## src/rtl/miss_track_pkg.sv

```systemverilog
package miss_track_pkg;
  localparam int unsigned ID_W  = 4;
  localparam int unsigned OFF_W = 4;

  typedef struct packed {
    logic [ID_W-1:0]  id;
    logic [OFF_W-1:0] off;
  } tgt_t;
endpackage

```

## src/rtl/miss_low_pick.sv

```systemverilog
module miss_low_pick #(
  parameter int unsigned N  = 4,
  localparam int unsigned IW = (N > 1) ? $clog2(N) : 1
) (
  input  logic [N-1:0]  req_i,
  output logic          found_o,
  output logic [IW-1:0] idx_o
);
  always_comb begin
    idx_o = '0;
    for (int i = N - 1; i >= 0; i--) begin
      if (req_i[i]) idx_o = IW'(i);
    end
  end
  assign found_o = |req_i;
endmodule

```

## src/rtl/miss_line_match.sv

```systemverilog
module miss_line_match #(
  parameter int unsigned N  = 4,
  parameter int unsigned AW = 26
) (
  input  logic [N-1:0]         vld_i,
  input  logic [N-1:0][AW-1:0] lines_i,
  input  logic [AW-1:0]        line_i,
  output logic [N-1:0]         hit_o
);
  for (genvar g = 0; g < N; g++) begin : g_cmp
    assign hit_o[g] = vld_i[g] && (lines_i[g] == line_i);
  end
endmodule

```

## src/rtl/miss_track_file.sv

```systemverilog
module miss_track_file
  import miss_track_pkg::*;
#(
  parameter int unsigned N_ENTRIES = 4,
  parameter int unsigned N_TGTS    = 2,
  parameter int unsigned LINE_AW   = 26,
  parameter int unsigned LINE_W    = 64,
  localparam int unsigned IW = (N_ENTRIES > 1) ? $clog2(N_ENTRIES) : 1
) (
  input  logic               clk_i,
  input  logic               rst_ni,
  input  logic               miss_valid_i,
  input  logic [LINE_AW-1:0] miss_line_i,
  input  logic [ID_W-1:0]    miss_id_i,
  input  logic [OFF_W-1:0]   miss_off_i,
  output logic               stall_o,
  output logic               fill_req_valid_o,
  input  logic               fill_req_ready_i,
  output logic [LINE_AW-1:0] fill_req_line_o,
  output logic [IW-1:0]      fill_req_idx_o,
  input  logic               fill_rsp_valid_i,
  output logic               fill_rsp_ready_o,
  input  logic [IW-1:0]      fill_rsp_idx_i,
  input  logic [LINE_W-1:0]  fill_rsp_data_i,
  output logic               replay_valid_o,
  output logic [ID_W-1:0]    replay_id_o,
  output logic [OFF_W-1:0]   replay_off_o,
  output logic [LINE_W-1:0]  replay_data_o
);
  localparam int unsigned CW = $clog2(N_TGTS + 1);
  localparam int unsigned SW = (N_TGTS > 1) ? $clog2(N_TGTS) : 1;

  logic [N_ENTRIES-1:0]              vld_q, pend_q;
  logic [N_ENTRIES-1:0][LINE_AW-1:0] line_q;
  tgt_t                              tgt_q [N_ENTRIES][N_TGTS];
  logic [CW-1:0]                     cnt_q [N_ENTRIES];

  logic              req_busy_q;
  logic [IW-1:0]     req_idx_q;
  logic              rp_act_q;
  logic [IW-1:0]     rp_idx_q;
  logic [SW-1:0]     rp_slot_q;
  logic [LINE_W-1:0] rp_data_q;

  logic [N_ENTRIES-1:0] hit;
  logic                 hit_any, free_found, pend_found;
  logic [IW-1:0]        hit_idx, free_idx, pend_idx;
  logic                 hit_busy, hit_full, acc_new, acc_sec, rp_last, rsp_fire;

  miss_line_match #(.N(N_ENTRIES), .AW(LINE_AW)) i_match (
    .vld_i(vld_q), .lines_i(line_q), .line_i(miss_line_i), .hit_o(hit)
  );
  miss_low_pick #(.N(N_ENTRIES)) i_pick_hit (
    .req_i(hit), .found_o(hit_any), .idx_o(hit_idx)
  );
  miss_low_pick #(.N(N_ENTRIES)) i_pick_free (
    .req_i(~vld_q), .found_o(free_found), .idx_o(free_idx)
  );
  miss_low_pick #(.N(N_ENTRIES)) i_pick_pend (
    .req_i(pend_q), .found_o(pend_found), .idx_o(pend_idx)
  );

  // entry under replay accepts no new targets until freed
  assign hit_busy = rp_act_q && (rp_idx_q == hit_idx);
  assign hit_full = cnt_q[hit_idx] == CW'(N_TGTS);
  assign stall_o  = miss_valid_i && (hit_any ? (hit_busy || hit_full) : !free_found);
  assign acc_new  = miss_valid_i && !hit_any && free_found;
  assign acc_sec  = miss_valid_i && hit_any && !hit_busy && !hit_full;
  assign rp_last  = rp_act_q && ((CW'(rp_slot_q) + CW'(1)) == cnt_q[rp_idx_q]);
  assign rsp_fire = fill_rsp_valid_i && !rp_act_q;

  always_ff @(posedge clk_i or negedge rst_ni) begin
    if (!rst_ni) begin
      vld_q  <= '0;
      pend_q <= '0;
      line_q <= '0;
      for (int e = 0; e < N_ENTRIES; e++) begin
        cnt_q[e] <= '0;
        for (int s = 0; s < N_TGTS; s++) tgt_q[e][s] <= '0;
      end
    end else begin
      if (acc_new) begin
        vld_q[free_idx]    <= 1'b1;
        pend_q[free_idx]   <= 1'b1;
        line_q[free_idx]   <= miss_line_i;
        tgt_q[free_idx][0] <= '{id: miss_id_i, off: miss_off_i};
        cnt_q[free_idx]    <= CW'(1);
      end
      if (acc_sec) begin
        tgt_q[hit_idx][cnt_q[hit_idx][SW-1:0]] <= '{id: miss_id_i, off: miss_off_i};
        cnt_q[hit_idx] <= cnt_q[hit_idx] + CW'(1);
      end
      if (rp_last) vld_q[rp_idx_q] <= 1'b0;
      if (!req_busy_q && pend_found) pend_q[pend_idx] <= 1'b0;
    end
  end

  // request register: a presented request is locked until taken
  always_ff @(posedge clk_i or negedge rst_ni) begin
    if (!rst_ni) begin
      req_busy_q <= 1'b0;
      req_idx_q  <= '0;
    end else if (req_busy_q) begin
      if (fill_req_ready_i) req_busy_q <= 1'b0;
    end else if (pend_found) begin
      req_busy_q <= 1'b1;
      req_idx_q  <= pend_idx;
    end
  end

  always_ff @(posedge clk_i or negedge rst_ni) begin
    if (!rst_ni) begin
      rp_act_q  <= 1'b0;
      rp_idx_q  <= '0;
      rp_slot_q <= '0;
      rp_data_q <= '0;
    end else if (rsp_fire) begin
      rp_act_q  <= 1'b1;
      rp_idx_q  <= fill_rsp_idx_i;
      rp_slot_q <= '0;
      rp_data_q <= fill_rsp_data_i;
    end else if (rp_act_q) begin
      if (rp_last) rp_act_q <= 1'b0;
      else         rp_slot_q <= rp_slot_q + SW'(1);
    end
  end

  assign fill_req_valid_o = req_busy_q;
  assign fill_req_idx_o   = req_idx_q;
  assign fill_req_line_o  = line_q[req_idx_q];
  assign fill_rsp_ready_o = !rp_act_q;
  assign replay_valid_o   = rp_act_q;
  assign replay_id_o      = tgt_q[rp_idx_q][rp_slot_q].id;
  assign replay_off_o     = tgt_q[rp_idx_q][rp_slot_q].off;
  assign replay_data_o    = rp_data_q;

  p_full_on_primary_stall_r6: assert property (@(posedge clk_i) disable iff (!rst_ni)
    miss_valid_i && !hit_any && stall_o |-> &vld_q);

  p_req_held_r3: assert property (@(posedge clk_i) disable iff (!rst_ni)
    fill_req_valid_o && !fill_req_ready_i |=>
      fill_req_valid_o && $stable(fill_req_idx_o) && $stable(fill_req_line_o));

  p_single_owner_r4: assert property (@(posedge clk_i) disable iff (!rst_ni)
    $onehot0(hit));

  p_freed_after_last_r8: assert property (@(posedge clk_i) disable iff (!rst_ni)
    rp_last |=> !vld_q[$past(rp_idx_q)]);

  p_replay_owner_valid_r7: assert property (@(posedge clk_i) disable iff (!rst_ni)
    replay_valid_o |-> vld_q[rp_idx_q]);
endmodule

```

## config.mk

```make
export PLATFORM = sky130hd
export DESIGN_NAME = miss_track_file
export DESIGN_NICKNAME = d
export VERILOG_FILES = /design/src/rtl/miss_track_pkg.sv /design/src/rtl/miss_low_pick.sv /design/src/rtl/miss_line_match.sv /design/src/rtl/miss_track_file.sv
export SDC_FILE = /design/constraint.sdc
export NUM_CORES = 1
export LEC_CHECK = 0
export BUFFER_PORTS_ARGS = -buffer_cell sky130_fd_sc_hd__buf_4
export CORE_MARGIN = 3
export CORE_UTILIZATION = 57
export CTS_CLUSTER_DIAMETER = 30
export DETAILED_ROUTE_END_ITERATION = 6
export GPL_ROUTABILITY_DRIVEN = 0
export PLACE_DENSITY = 0.84
export SLEW_MARGIN = 20
export SYNTH_ARGS = -nofsm -noshare
export SYNTH_HDL_FRONTEND = slang
export SYNTH_SLANG_ARGS = --single-unit
export TNS_END_PERCENT = 1
```

## constraint.sdc

```tcl
create_clock -name clk_i -period 4.03 [get_ports clk_i]
set_input_delay 0.2015 -clock clk_i [delete_from_list [all_inputs] [get_ports clk_i]]
set_output_delay 0.2015 -clock clk_i [all_outputs]
set_load 0.03 [all_outputs]
```

* Yosys cells after proc, flatten, opt, wreduce, memory -nomap -nowiden
Cells that the tools add are included.
** Operators by class
- Add/sub/neg operators :: 3
- $lt $le $gt $ge :: 15
- Eq/ne operators :: 8
- Muxes and demuxes :: 66
- Bitwise operators :: 16
- Reduce and logical (&&, ||, !) cells :: 33
** Operators with widths (number)
- 64-bit bitwise mux :: 2
- 64-bit two-way mux :: 2
- 104-bit bitwise mux :: 1
- 26-bit == test :: 4
- 16-bit demux with 2-bit select :: 2
- 16-bit two-way mux :: 4
- 26-bit binary-select mux with 2-bit select :: 1
- 26-bit demux with 2-bit select :: 1
- 26-bit two-way mux :: 2
- 8-bit two-way mux :: 6
- 2-bit two-way mux :: 18
- 16-bit binary-select mux with 2-bit select :: 1
- 1-bit logical AND :: 20
- 4-bit two-way mux :: 4
- 4-bit inverter :: 4
- 1-bit two-way mux :: 13
- 4-bit bitwise AND :: 3
- 2-bit by 3-bit < comparator with 1-bit output, second input constant :: 4
- 4-bit OR :: 3
- 4-bit OR reduction :: 3
- 3-bit >= comparator, second input constant :: 3
- 2-bit inverter with 3-bit output :: 3
- 2-bit binary-select mux with 2-bit select :: 2
- 8-bit bitwise mux :: 1
- 19 further kinds :: 34
** Word-level totals
- Flip-flop bits (word level) :: 255
- Bits of input ports :: 105

* Longest topological paths before layout
Gate-level depths: netlist of the first run.
- Depth after elaboration :: 19
- Gate-level depth with buffers :: 16
- Mapped depth without buffers :: 14

* Cells and area by module
From an unflattened synthesis of the first run, not the netlist that was laid out.
** Second synthesis, totals
- Cells, all modules :: 917
- Area total of the unflattened synthesis :: 12590.8 um2
** Modules (own cells, without submodules)
- miss_track_file :: times used 1, cells an instance 730, area each 11073.1 um2
- miss_line_match :: times used 1, cells an instance 166, area each 1412.6 um2
- miss_low_pick :: times used 3, cells an instance 7, area each 35.0 um2

* Least setup slack after synthesis of the first run
Ideal clock, no wire load.
- Path kind :: flip-flop to flip-flop
- Start point :: reg line_q[99] (netlist bit)
- End point :: reg tgt_q[24] (netlist bit)
- Setup time :: 0.125 ns
- Arrival :: 3.397 ns
- Required time :: 3.905 ns
- Path slack :: 0.509 ns
- Cell stages (with the launch flop) :: 15
- Buffers on the path :: 0
- Period minus slack after synthesis :: 3.521 ns
- Cell sequence :: dfrtp_1 xnor2_1 nand4_1 or4_4 a211o_1 o22ai_1 nand2_1 o21ai_0 a21oi_1 ha_1 nor2b_1 nand3_1 or3_1 o21bai_2 mux2_2
** Between the ends
- Word-level cells in the longest chain between the ends :: 19
- Elaborated cells between the ends (all ways) :: 36
- Classes of those cells :: order compare: 4; eq/ne: 3; mux: 14; bitwise: 2; reduce/logical: 13
** Ends and longest elaborated chain
- start: declaration :: line miss_track_file.sv:34 : logic [N_ENTRIES-1:0][LINE_AW-1:0] line_q;
- start signal: indexed assignment :: line miss_track_file.sv:85 : line_q[free_idx] <= miss_line_i;
- 26-bit == test (*) :: line miss_line_match.sv:11 : assign hit_o[g] = vld_i[g] && (lines_i[g] == line_i);
- 1-bit logical AND (*) :: line miss_line_match.sv:11
- 2-bit two-way mux (4 in a row) :: line miss_low_pick.sv:12 : if (req_i[i]) idx_o = IW'(i);
- 2-bit inverter with 3-bit output (not written as such) :: line miss_track_file.sv:65, miss_track_file.sv:90
- 2-bit binary-select mux with 2-bit select :: line miss_track_file.sv:65, miss_track_file.sv:90
- 2-bit two-way mux (not written as such) (2 in a row) :: line miss_track_file.sv:65 : assign hit_full = cnt_q[hit_idx] == CW'(N_TGTS);
- 1-bit inverter with 2-bit output (not written as such) :: line miss_track_file.sv:90 : tgt_q[hit_idx][cnt_q[hit_idx][SW-1:0]] <= '{id: miss_id_i, off: miss_off_i};
- 2-bit >= comparator (not written as such) / 2-bit by 1-bit < comparator with 1-bit output (equally long branches) :: line miss_track_file.sv:90
- 1-bit logical AND (not written as such) :: line miss_track_file.sv:90
- 8-bit two-way mux (not written as such) :: line miss_track_file.sv:90
- 8-bit demux with 1-bit select :: line miss_track_file.sv:90
- 16-bit two-way mux (not written as such) :: line miss_track_file.sv:90
- 16-bit demux with 2-bit select :: line miss_track_file.sv:90
- 64-bit bitwise mux :: line miss_track_file.sv:90
- 64-bit two-way mux (*) :: line miss_track_file.sv:89 : if (acc_sec) begin
- end signal: indexed assignment :: line miss_track_file.sv:86 : tgt_q[free_idx][0] <= '{id: miss_id_i, off: miss_off_i};
- end signal: indexed assignment :: line miss_track_file.sv:90
- end: declaration :: line miss_track_file.sv:35 : tgt_t tgt_q [N_ENTRIES][N_TGTS];
Mark *: on every way between the ends. The rest lies on a longest branch, timed or not. The select of a mux whose other input is x is not followed.
A chain may end at the register's enable or synchronous reset.

* Worst setup path after layout of the first run
- Start point :: in miss_line_i[22]
- End point :: reg tgt_q[12] (netlist bit)
** Between the ends
- Word-level cells in the longest chain between the ends :: 19
- Elaborated cells between the ends (all ways) :: 42
- Classes of those cells :: order compare: 4; eq/ne: 6; mux: 14; bitwise: 2; reduce/logical: 16
** Ends and longest elaborated chain
- start: declaration :: line miss_track_file.sv:13 : input logic [LINE_AW-1:0] miss_line_i,
- 26-bit == test :: line miss_line_match.sv:11
- 1-bit logical AND :: line miss_line_match.sv:11
- 2-bit two-way mux (4 in a row) :: line miss_low_pick.sv:12
- 2-bit inverter with 3-bit output (not written as such) :: line miss_track_file.sv:65, miss_track_file.sv:90
- 2-bit binary-select mux with 2-bit select :: line miss_track_file.sv:65, miss_track_file.sv:90
- 2-bit two-way mux (not written as such) (2 in a row) :: line miss_track_file.sv:65
- 1-bit inverter with 2-bit output (not written as such) :: line miss_track_file.sv:90
- 2-bit >= comparator (not written as such) / 2-bit by 1-bit < comparator with 1-bit output (equally long branches) :: line miss_track_file.sv:90
- 1-bit logical AND (not written as such) :: line miss_track_file.sv:90
- 8-bit two-way mux (not written as such) :: line miss_track_file.sv:90
- 8-bit demux with 1-bit select :: line miss_track_file.sv:90
- 16-bit two-way mux (not written as such) :: line miss_track_file.sv:90
- 16-bit demux with 2-bit select :: line miss_track_file.sv:90
- 64-bit bitwise mux :: line miss_track_file.sv:90
- 64-bit two-way mux (*) :: line miss_track_file.sv:89
Marks and branches as above.

==> qor.csv, run 1 <==
stage,metric,value,unit
yosys,synth_async_sr_flop_share,100,%
yosys,syn-cell-area,0.0125,mm^2
yosys,synth.distinct_cells,57,
global_route,grt_pass1_vias,10500,
job,maxCapViolCount,0,
hold_path,hold_end,line_q[46],
global_route,antenna_found_initial,1,
setup_path,end_kind,flip-flop,
setup_path,critical_path_class,in2reg,
clocking,clk_pin_slew,0.05,ns
clocking,clockRootBuffer,clkbuf_16,
timing,fin_crit,3.89,ns
drt,vias,9431,
hold_path,min_path_cells,2,
clocking,clockBufferDepth,3,
drt,via_per_inst,6.10,
drt,first_pass_iters,6,
setup_path,rr_worst_depth,14,
power,p_switching,6.15,mW
layout,fin_cells,1547,
drt,wl_per_cell,24.7,um
power,power,15.8,mW
power,p_seq_share,30.3,%
layout,stdcell_area,0.0173,mm^2
drt,drcViolationCount,0,
global_route,grt_overflow,0,
setup_path,r2r_start,line_q[48],
timing,hold_viol_final,0,
yosys,yosysWarnings,0,
yosys,ys_ff_latch,255,
floorplan,dieArea,0.0238,mm^2
layout,area_growth,38.2,%
floorplan,die_w,154,um
layout,fin_nets,1336,
global_route,grt_max_degree,116,
timing,fin_setup_tns,0,ns
place,port_buffers,208,
layout,fillers,1064,
place,dpl.hpwl,22800,um
setup_path,r2r_end,tgt_q[12],
setup_path,cp_max_fo,8,
yosys,synth_edf_count,0,
status,run_status,"complete, no violations",
place,dp_cells,1348,
setup_path,cp.required,4.45,ns
setup_path,rrSetupSlack,0.15,ns
hold_path,hold_start,miss_line_i[20],
clocking,h-tree-depth,2,
clocking,cts.sinks,255,
yosys,yosysSeqAreaShare,51.0,%
setup_path,start_kind,primary input,
floorplan,die_y,154,um
yosys,syn_inst,898,
power,p_int,9.61,mW
yosys,synth.net_count,1004,
clocking,cts_tree,yes,
timing,maxSlewHeadroom,31.8,%
timing,slew_viol_final,0,
power,clkPwrFrac,27.3,%
layout,drive_gt1_share,49.2,%
power,power_frac_comb,42.4,%
floorplan,rows,53,
timing,setup_viol,0,
timing,max_freq,0.257,GHz
clocking,cts_buffers,53,
power,ir_drop,0.741,mV
floorplan,core_area,0.0213,mm^2
global_route,grt_pass1_wl,59600,um
power,power.density,911,mW/mm^2
floorplan,ioPinCount,209,
timing,tightest_slew,1.02,ns
place,placed_area,0.0144,mm^2
drt,drt_iter0_drc,910,
power,switching_share,39.0,%
timing,rsz0062_at_grt,no,
timing,finalCritPeriodShare,96.6,%
drt,ant_nets,0,
clocking,clock_latency,0.55,ns
drt,wl,38200,um
hold_path,min_path_type,in2reg,
floorplan,initial_core_util,58.8,%
setup_path,worstPathArrival,4.31,ns
yosys,syn_area_per_cell,13.9,um^2
power,leakagePower,7.51,nW
timing,skew,0.0171,ns
yosys,synth_ff_type,dfrtp_1,
global_route,grt_util_all_layers,32.1,%
[cell usage after synthesis (8+ instances only)]
cell type / number / share of area [%]
o21ai_0: 9 / 0.36
nand2_1: 18 / 0.54
buf_1: 12 / 0.36
xnor2_1: 80 / 5.6
dfrtp_1: 255 / 51
clkbuf_1: 17 / 0.51
nor4_1: 14 / 0.70
buf_2: 29 / 1.2
nor2_1: 23 / 0.69
xor2_1: 26 / 1.8
mux2_1: 10 / 0.90
mux2_2: 230 / 21
nand4_1: 40 / 2.0
mux4_2: 44 / 7.9
inv_1: 9 / 0.27
a21oi_1: 8 / 0.32
[cell usage in the layout, fill, tap and decap left out, drive strengths merged, types with 6 or more instances in the layout]
cell type	n
clkbuf	74
dfrtp	255
or3	6
nor2	23
nand2	18
nor3	6
mux4	44
xnor2	80
nand4	40
a21oi	9
buf	236
xor2	26
inv	19
dlygate4sd3	102
mux2	240
o21ai	9
nor4	15
[state kept, by name, summed over array words and instances, names as in the netlist, 2 cells and up]
register and cells:
line_q 104, cnt_q 8, fill_req_idx_o 2, replay_data_o 64, tgt_q 64, vld_q 4, pend_q 4, rp_idx_q 2
[area by class of cell]
| class | instances | area, um^2 | area share [%] |
|---|---|---|---|
| antenna | 1 | 2.50 | 0.0145 |
| clock inverter | 22 | 249 | 1.44 |
| sequential | 255 | 6380 | 36.9 |
| timing repair buffer | 338 | 2840 | 16.4 |
| clock buffer | 74 | 1530 | 8.83 |
| multi-input combinational | 573 | 5920 | 34.2 |
| tap | 275 | 344 | 1.99 |
| inverter | 9 | 33.8 | 0.195 |
[worst max-delay path: stages]
cell           delay (ns)
dlygate4sd3_1        0.56
buf_4                0.18
xnor2_1              0.39
nand4_1              0.20
nor4_2               0.45
nand4_1              0.13
buf_4                0.20
o21ai_0              0.27
o22ai_2              0.14
ha_1                 0.21
nor2b_1              0.17
nand3_1              0.18
or3_1                0.36
o21bai_2             0.17
buf_12               0.15
mux2_2               0.34
[timing repair]
item / in CTS / in global routing
hold buffers: 102 / 0
resized for setup: 0 / 11
buffers inserted: 0 / 0
endpoints found under the hold margin: 337 / 0
setup endpoints to repair: 0 / 24
[routing by layer]
layer	part of all wire, %	track usage [%]
met2	51	55.1
met3	7.6	8.06
met1	37	39.2
met4	4.3	12.4
met5	0	0
[worst max path at each step]
stage               slack, ns  cells past startpoint        end            start
floorplan                0.51                     14  tgt_q[24]       line_q[99]
global placement         0.36                     15   tgt_q[8]       line_q[84]
detailed placement       0.20                     14   tgt_q[3]       line_q[84]
CTS                      0.13                     14   tgt_q[2]       line_q[84]
global route             0.01                     15  tgt_q[28]       line_q[78]
finish                   0.14                     16  tgt_q[12]  miss_line_i[22]
[power by group through the flow]
stage | registers, mW | clock network, mW | logic, mW
finish | 4.77 | 4.31 | 6.69
global route | 4.91 | 4.46 | 6.96
CTS | 4.68 | 4.29 | 6.50
detailed placement | 4.68 | 0 | 6.35
global placement | 4.60 | 0 | 6.26
floorplan | 5.02 | 0 | 3.73
[per-stage QoR]
stage	worst slack, ns	hold slack (ns)	util [%]
2_1_floorplan	0.509	-0.0941	-
3_3_place_gp	0.364	0.346	67.8
3_5_place_dp	0.200	0.350	67.8
4_1_cts	0.129	0.00163	80.9
5_1_grt	0.00991	0.0109	81.3
6_report	0.137	0.0219	81.3
[logic make-up (layout without fill, tap and decap cells)]
logic type,Yosys count,count (layout),synth area share [%]
adder cells (fa/ha/maj),2,2,0.180
buffers and inverters,70,443,2.48
AND/OR/NAND/NOR,131,131,6.03
other,0,1,0
multiplexers,288,288,29.8
AO/OA/AOI/OAI,46,46,3.10
XOR/XNOR,106,106,7.42
flip-flops,255,255,51.0
Note: power is estimated with default switching activity, not from simulation.
==> run 2: changes to the inputs <==
--- a/config.mk
+++ b/config.mk
@@ -15,5 +15,6 @@
 export SLEW_MARGIN = 20
 export SYNTH_ARGS = -nofsm -noshare
 export SYNTH_HDL_FRONTEND = slang
+export SYNTH_HIERARCHICAL = 1
 export SYNTH_SLANG_ARGS = --single-unit
 export TNS_END_PERCENT = 1
==> run 2 against run 1 <==
  * Clock power grew 8.4%
  * Cell count increased by 3.7%
  * Cell area rose by 3.3%
  * First-iteration DRC count rose by 6.3%
  * Power up 6.6%
  * Flip-flop and latch count did not move
  * Sequential power grew 1%
  * Global-route usage grew 0.26 points
  * The run now ends with negative setup slack left
  * Synthesized area rose by 0.58%
==> qor.csv, run 2 <==
stage,metric,value,unit
place,pre_cts_slack,-0.323,ns
layout,diodes,0,
setup_path,cp.required,4.46,ns
power,p_seq_share,28.8,%
yosys,syn_inst,917,
timing,fin_crit,4.22,ns
layout,drive_gt1_share,53.1,%
yosys,synth_ff_type,dfrtp_1,
drt,wl,40800,um
timing,finalCritPeriodShare,105,%
job,maxCapViolCount,0,
power,power_frac_comb,43.3,%
floorplan,ioPinCount,209,
floorplan,die_y,155,um
layout,largest-register,line_q,
yosys,yosysTopAreaCellShare,50.7,%
clocking,clock_latency,0.57,ns
yosys,synth_async_sr_flop_share,100,%
drt,via_per_inst,6.11,
layout,fin_nets,1389,
layout,final_cell_mix,"280 x buf_4, 254 x dfrtp_1, 190 x mux2_2",
drt,wl_per_cell,25.4,um
timing,slew_viol_final,0,
global_route,antenna_found_initial,0,
layout,area_growth,42.0,%
yosys,ys_top_cells_by_area,"dfrtp_1 51%, mux2_2 19%, mux4_2 8.2%",
place,dpl.hpwl,21900,um
clocking,clockRootBuffer,clkbuf_16,
global_route,grt_pass1_wl,60200,um
yosys,ys_ff_latch,255,
status,run_status,"finished, violations left",
clocking,cts_buffers,54,
power,p_switching,6.51,mW
timing,postLayoutSetupSlackWorst,-0.189,ns
timing,timing.hold.ws,0.0132,ns
power,power.density,940,mW/mm^2
hold_path,min_path_type,in2reg,
floorplan,rows,53,
yosys,syn_area_per_cell,13.7,um^2
drt,drcViolationCount,0,
drt,first_pass_iters,5,
timing,maxSlewHeadroom,27.7,%
drt,vias,9794,
status,violations,negative setup slack,
clocking,cts_tree,yes,
setup_path,r2r_start,line_q[97],
power,p_int,10.3,mW
setup_path,cp-endpoint,tgt_q[7],
power,switching_share,38.8,%
floorplan,die_w,155,um
clocking,cts.sinks,255,
setup_path,end_kind,flip-flop,
floorplan,dieArea,0.0239,mm^2
global_route,grt_overflow,0,
setup_path,start_kind,primary input,
global_route,grt_max_degree,120,
setup_path,startpoint,miss_line_i[2],
power,leakagePower,8.00,nW
setup_path,cp_max_fo,5,
power,clkPwrFrac,27.8,%
drt,ant_nets,0,
yosys,yosysWarnings,6,
setup_path,cp_slowest_cell,dlygate4sd3_1,
layout,largest_reg_flops,104,
power,power,16.8,mW
setup_path,critical_path_class,in2reg,
layout,fillers,976,
place,port_buffers,208,
timing,tightest_slew,1.08,ns
yosys,yosysMostFrequentCell,dfrtp_1,
floorplan,core_area,0.0214,mm^2
layout,layout_commonest_cell,buf_4,
setup_path,slowest_delay,0.56,ns
yosys,synth.net_count,1023,
drt,drt_iter0_drc,967,
timing,setup_viol,65,
setup_path,worstPathArrival,4.65,ns
yosys,yosysTopAreaCell,dfrtp_1,
timing,skew,0.0270,ns
setup_path,cpMostUsedCell,buf_4,
timing,max_freq,0.237,GHz
clocking,clk_pin_slew,0.05,ns
timing,hold_viol_final,0,
yosys,yosysSeqAreaShare,50.7,%
setup_path,cp_cell_sequence,dlygate4sd3_1 > buf_4 > buf_4 > xnor2_1 > nand4_1 > or4_4 > nor4_4 > nor2_1 > nor3_1 > buf_4 > mux4_2 > ha_4 > and3b_2 > buf_4 > nand4_1 > or2_4 > mux2_2,
power,ir_drop,0.712,mV
clocking,clockBufferDepth,3,
timing,rsz0062_at_grt,yes,
yosys,synthTopCellsByCount,"255 x dfrtp_1, 207 x mux2_2, 103 x xnor2_1",
floorplan,initial_core_util,59.0,%
setup_path,r2r_end,tgt_q[7],
yosys,synth.distinct_cells,58,
yosys,syn-cell-area,0.0126,mm^2
global_route,grt_pass1_vias,10500,
global_route,grt_util_all_layers,32.4,%
yosys,synth_edf_count,0,
clocking,h-tree-depth,2,
setup_path,rrSetupSlack,-0.16,ns
setup_path,rr_worst_depth,15,
-- run 2: cell count changes after synthesis, moves of 6 or more --
cell,before,now
buf_1,12,2
nand4_1,40,23
mux2_2,230,207
buf_6,0,17
xnor2_1,80,103
mux2_1,10,1
a21oi_1,8,2
nor2_1,23,13
nor4_1,14,0
nand2_1,18,92
mux2_4,0,8
buf_2,29,22
xor2_1,26,0
-- run 2: critical path, delay by kind of cell --
| kind | cells | cell delay (ns) |
|---|---|---|
| adders and majority gates | 1 | 0.19 |
| xor gates and xnor gates | 1 | 0.26 |
| muxes | 2 | 0.64 |
| buffers and inverters | 5 | 1.17 |
| and+or+nand+nor | 8 | 2.17 |
-- run 2: cell type report --
cell class              instances  area, um^2  share of cell area, %
repair buffers                374        3090                   17.3
clock buffers                  64        1430                   7.99
multi-input cells             584        6100                   34.1
inverters                      14        52.6                  0.294
clock inverters                38         479                   2.68
flip-flops and latches        255        6380                   35.7
well taps                     275         344                   1.92
-- run 2: worst min path at each step --
stage,end,startpoint,cells past startpoint
global route,line_q[68],miss_line_i[16],4
floorplan,cnt_q[0],rst_ni,0
finish,line_q[55],miss_line_i[3],4
global placement,line_q[42],rst_ni,1
CTS,line_q[55],miss_line_i[3],4
detailed placement,line_q[38],rst_ni,1
-- run 2: power by group through the flow --
stage               Sequential (mW)  Combinational, mW  Clock [mW]
floorplan                      5.01               3.93           0
global placement               4.61               6.55           0
detailed placement             4.68               6.68           0
CTS                            4.73               6.93        4.67
global route                   4.96               7.58        4.84
finish                         4.84               7.28        4.67
-- run 2: metal layers --
layer  wire, um  up-vias  GRT usage [%]  part of all wire, %
li1           -     4020              -                    -
met1      15300     5014           41.2                   37
met2      20000      612           53.2                   49
met3       3920      148           9.32                  9.6
met4       1630        0           11.9                  4.0
met5          0        -              0                    0
-- run 2: cells by family after synthesis --
family / share of synthesized area, %
adder cells (fa/ha/maj): 0.179
AO/OA/AOI/OAI: 2.59
AND/OR/NAND/NOR: 7.50
XOR/XNOR: 7.55
buffers and inverters: 3.71
multiplexers: 27.8
flip-flops: 50.7
-- run 2: through the flow --
| step | utilization, % | area [um^2] | TNS, ns | cells |
|---|---|---|---|---|
| floorplan | - | 12600 | 0 | 917 |
| global route | 83.7 | 17900 | -8.12 | 1604 |
| CTS | 82.4 | 17600 | -0.116 | 1598 |
| finish | 83.7 | 17900 | -4.94 | 1604 |
| global placement | 68.9 | 14700 | -6.24 | 1408 |
| detailed placement | 68.9 | 14700 | -13.70 | 1408 |
-- run 2: what timing repair did --
item / in CTS / in global routing
cloned: 0 / 1
hold endpoints to repair: 270 / 0
gates resized for setup: 22 / 41
endpoints found under the setup margin: 70 / 69
pin swaps: 8 / 20
buffers inserted: 4 / 5
hold buffers: 84 / 0
==> run 3: changes to the inputs <==
==> constraint.sdc (replaced) <==
create_clock -name clk_i -period 4.03 [get_ports clk_i]
set_input_delay 0.6045 -clock clk_i [delete_from_list [all_inputs] [get_ports clk_i]]
set_output_delay 0.6045 -clock clk_i [all_outputs]
set_load 0.03 [all_outputs]
==> run 3 against run 2 <==
  * Cell area fell by 5.6%
  * Power fell by 3.3%
  * The run still ends with negative setup slack left
  * First-iteration DRC count fell by 35%
  * Clock power barely moved
  * Fmax fell by 0.88%
  * Via count fell by 8.1%
  * Clock-buffer cell count rose by 4
  * Sequential share of layout area rose by 2.1 points
  * Register-to-register slack improved by 0.20 ns
  * Largest cell class unchanged
==> qor.csv, run 3 (synthesized netlist as in run 2, its figures left out) <==
stage,metric,value,unit
power,p_int,10.2,mW
power,power,16.3,mW
timing,maxSlewHeadroom,23.1,%
layout,largest_reg_flops,104,
power,p_seq_share,29.3,%
layout,finish.utilization,79.0,%
power,clkPwrFrac,28.8,%
global_route,grt_max_degree,100,
clocking,h-tree-depth,2,
floorplan,initial_core_util,59.0,%
power,ir_drop,0.703,mV
drt,via_per_inst,5.96,
layout,fin_cells,1510,
status,violations,negative setup slack,
power,p_switching,6.07,mW
clocking,cts.sinks,255,
power,power_frac_comb,41.9,%
layout,area_growth,34.1,%
global_route,antenna_found_initial,0,
timing,timing.hold.ws,0.0839,ns
timing,setup_viol,1,
global_route,grt_overflow,0,
clocking,cts_buffers,54,
floorplan,dieArea,0.0239,mm^2
place,dpl.hpwl,22100,um
timing,slew_viol_final,0,
setup_path,r2r_start,line_q[97],
timing,postLayoutSetupSlackWorst,-0.227,ns
setup_path,startpoint,line_q[97],
place,port_buffers,208,
timing,tightest_slew,1.15,ns
layout,largest-register,line_q,
timing,rsz0062_at_grt,yes,
timing,fin_crit,4.26,ns
clocking,cts_tree,yes,
hold_path,min_path_type,in2async,
setup_path,worstPathArrival,3.65,ns
drt,wl_per_cell,23.5,um
drt,wl,35400,um
setup_path,cp.required,3.43,ns
setup_path,critical_path_class,reg2out,
drt,drcViolationCount,0,
floorplan,ioPinCount,209,
clocking,clk_pin_slew,0.05,ns
place,pre_cts_slack,-0.341,ns
timing,hold_viol_final,0,
job,maxCapViolCount,0,
setup_path,cp_max_fo,4,
status,run_status,"finished, violations left",
layout,fin_nets,1296,
global_route,grt_util_all_layers,30.0,%
global_route,grt_pass1_vias,9955,
timing,skew,0.0158,ns
global_route,grt_pass1_wl,56100,um
layout,final_cell_mix,"275 x buf_4, 253 x dfrtp_1, 207 x mux2_2",
place,dp_cells,1408,
drt,drt_iter0_drc,628,
clocking,clockRootBuffer,clkbuf_16,
power,leakagePower,7.56,nW
drt,vias,9002,
timing,finalCritPeriodShare,106,%
floorplan,die_w,155,um
layout,drive_gt1_share,56.0,%
power,switching_share,37.4,%
clocking,clock_latency,0.55,ns
setup_path,end_kind,primary output,
layout,layout_commonest_cell,buf_4,
clocking,cts_hold_buf,0,
setup_path,start_kind,flip-flop,
drt,ant_nets,0,
floorplan,core_area,0.0214,mm^2
timing,max_freq,0.235,GHz
floorplan,rows,53,
layout,diodes,0,
floorplan,die_y,155,um
power,power.density,963,mW/mm^2
drt,first_pass_iters,5,
clocking,clockBufferDepth,3,
-- run 3: worst max-delay path, cell delays in order, from the launching register on --
cell,delay (ns)
dfrtp_1,0.40
xnor2_1,0.26
nand4_2,0.14
or4_4,0.51
nor4_4,0.23
buf_4,0.17
nor2_2,0.05
nor3_4,0.29
mux4_2,0.37
inv_2,0.10
ha_4,0.13
nor2_1,0.05
a21oi_2,0.22
buf_6,0.17
-- run 3: cell type report --
type / instances / area, um^2
Sequential cell: 255 / 6380
Multi-Input combinational cell: 583 / 5960
Fill cell: 1179 / 4470
Timing Repair Buffer: 282 / 2190
Clock buffer: 68 / 1490
Clock inverter: 33 / 465
Tap cell: 275 / 344
Inverter: 14 / 52.6
-- run 3: stage by stage --
| stage | cell area [um^2] | TNS (ns) |
|---|---|---|
| 2_1_floorplan | 12700 | -0.327 |
| 3_3_place_gp | 14800 | -17.02 |
| 3_5_place_dp | 14800 | -19.82 |
| 4_1_cts | 16800 | -0.209 |
| 5_1_grt | 16900 | -1.47 |
| 6_report | 16900 | -0.227 |
-- run 3: what timing repair did --
action                                  4_1_cts  5_1_grt
gates resized for setup                      15        8
buffers inserted                              0        1
pin swaps                                     1        5
endpoints found under the setup margin       49       62
endpoints found under the hold margin         0        0
-- run 3: metal layers --
metal	vias up	GRT usage (%)	share of wire, %
met5	-	0	0
met4	0	9.88	2.8
met3	94	9.32	9.4
met2	488	49.7	50
met1	4589	37.8	38
li1	3831	-	-
-- run 3: final timing paths --
path / endpoint / slack [ns] / cells after the start
max: stall_o / -0.23 / 13
min: line_q[30] / 0.08 / 1
max reg2reg: tgt_q[27] / 0.04 / 15
min reg2reg: tgt_q[11] / 0.50 / 1
max in group asynchronous: rp_idx_q[0] / 2.93 / 2
min in group clk_i: fill_req_valid_o / 0.27 / 2
-- run 3: power groups by stage --
stage               registers [mW]  clock network, mW  logic [mW]
floorplan                     5.01                  0        3.95
global placement              4.65                  0        6.49
detailed placement            4.72                  0        6.63
CTS                           4.75               4.73        6.78
global route                  4.92               4.88        7.14
finish                        4.76               4.69        6.80
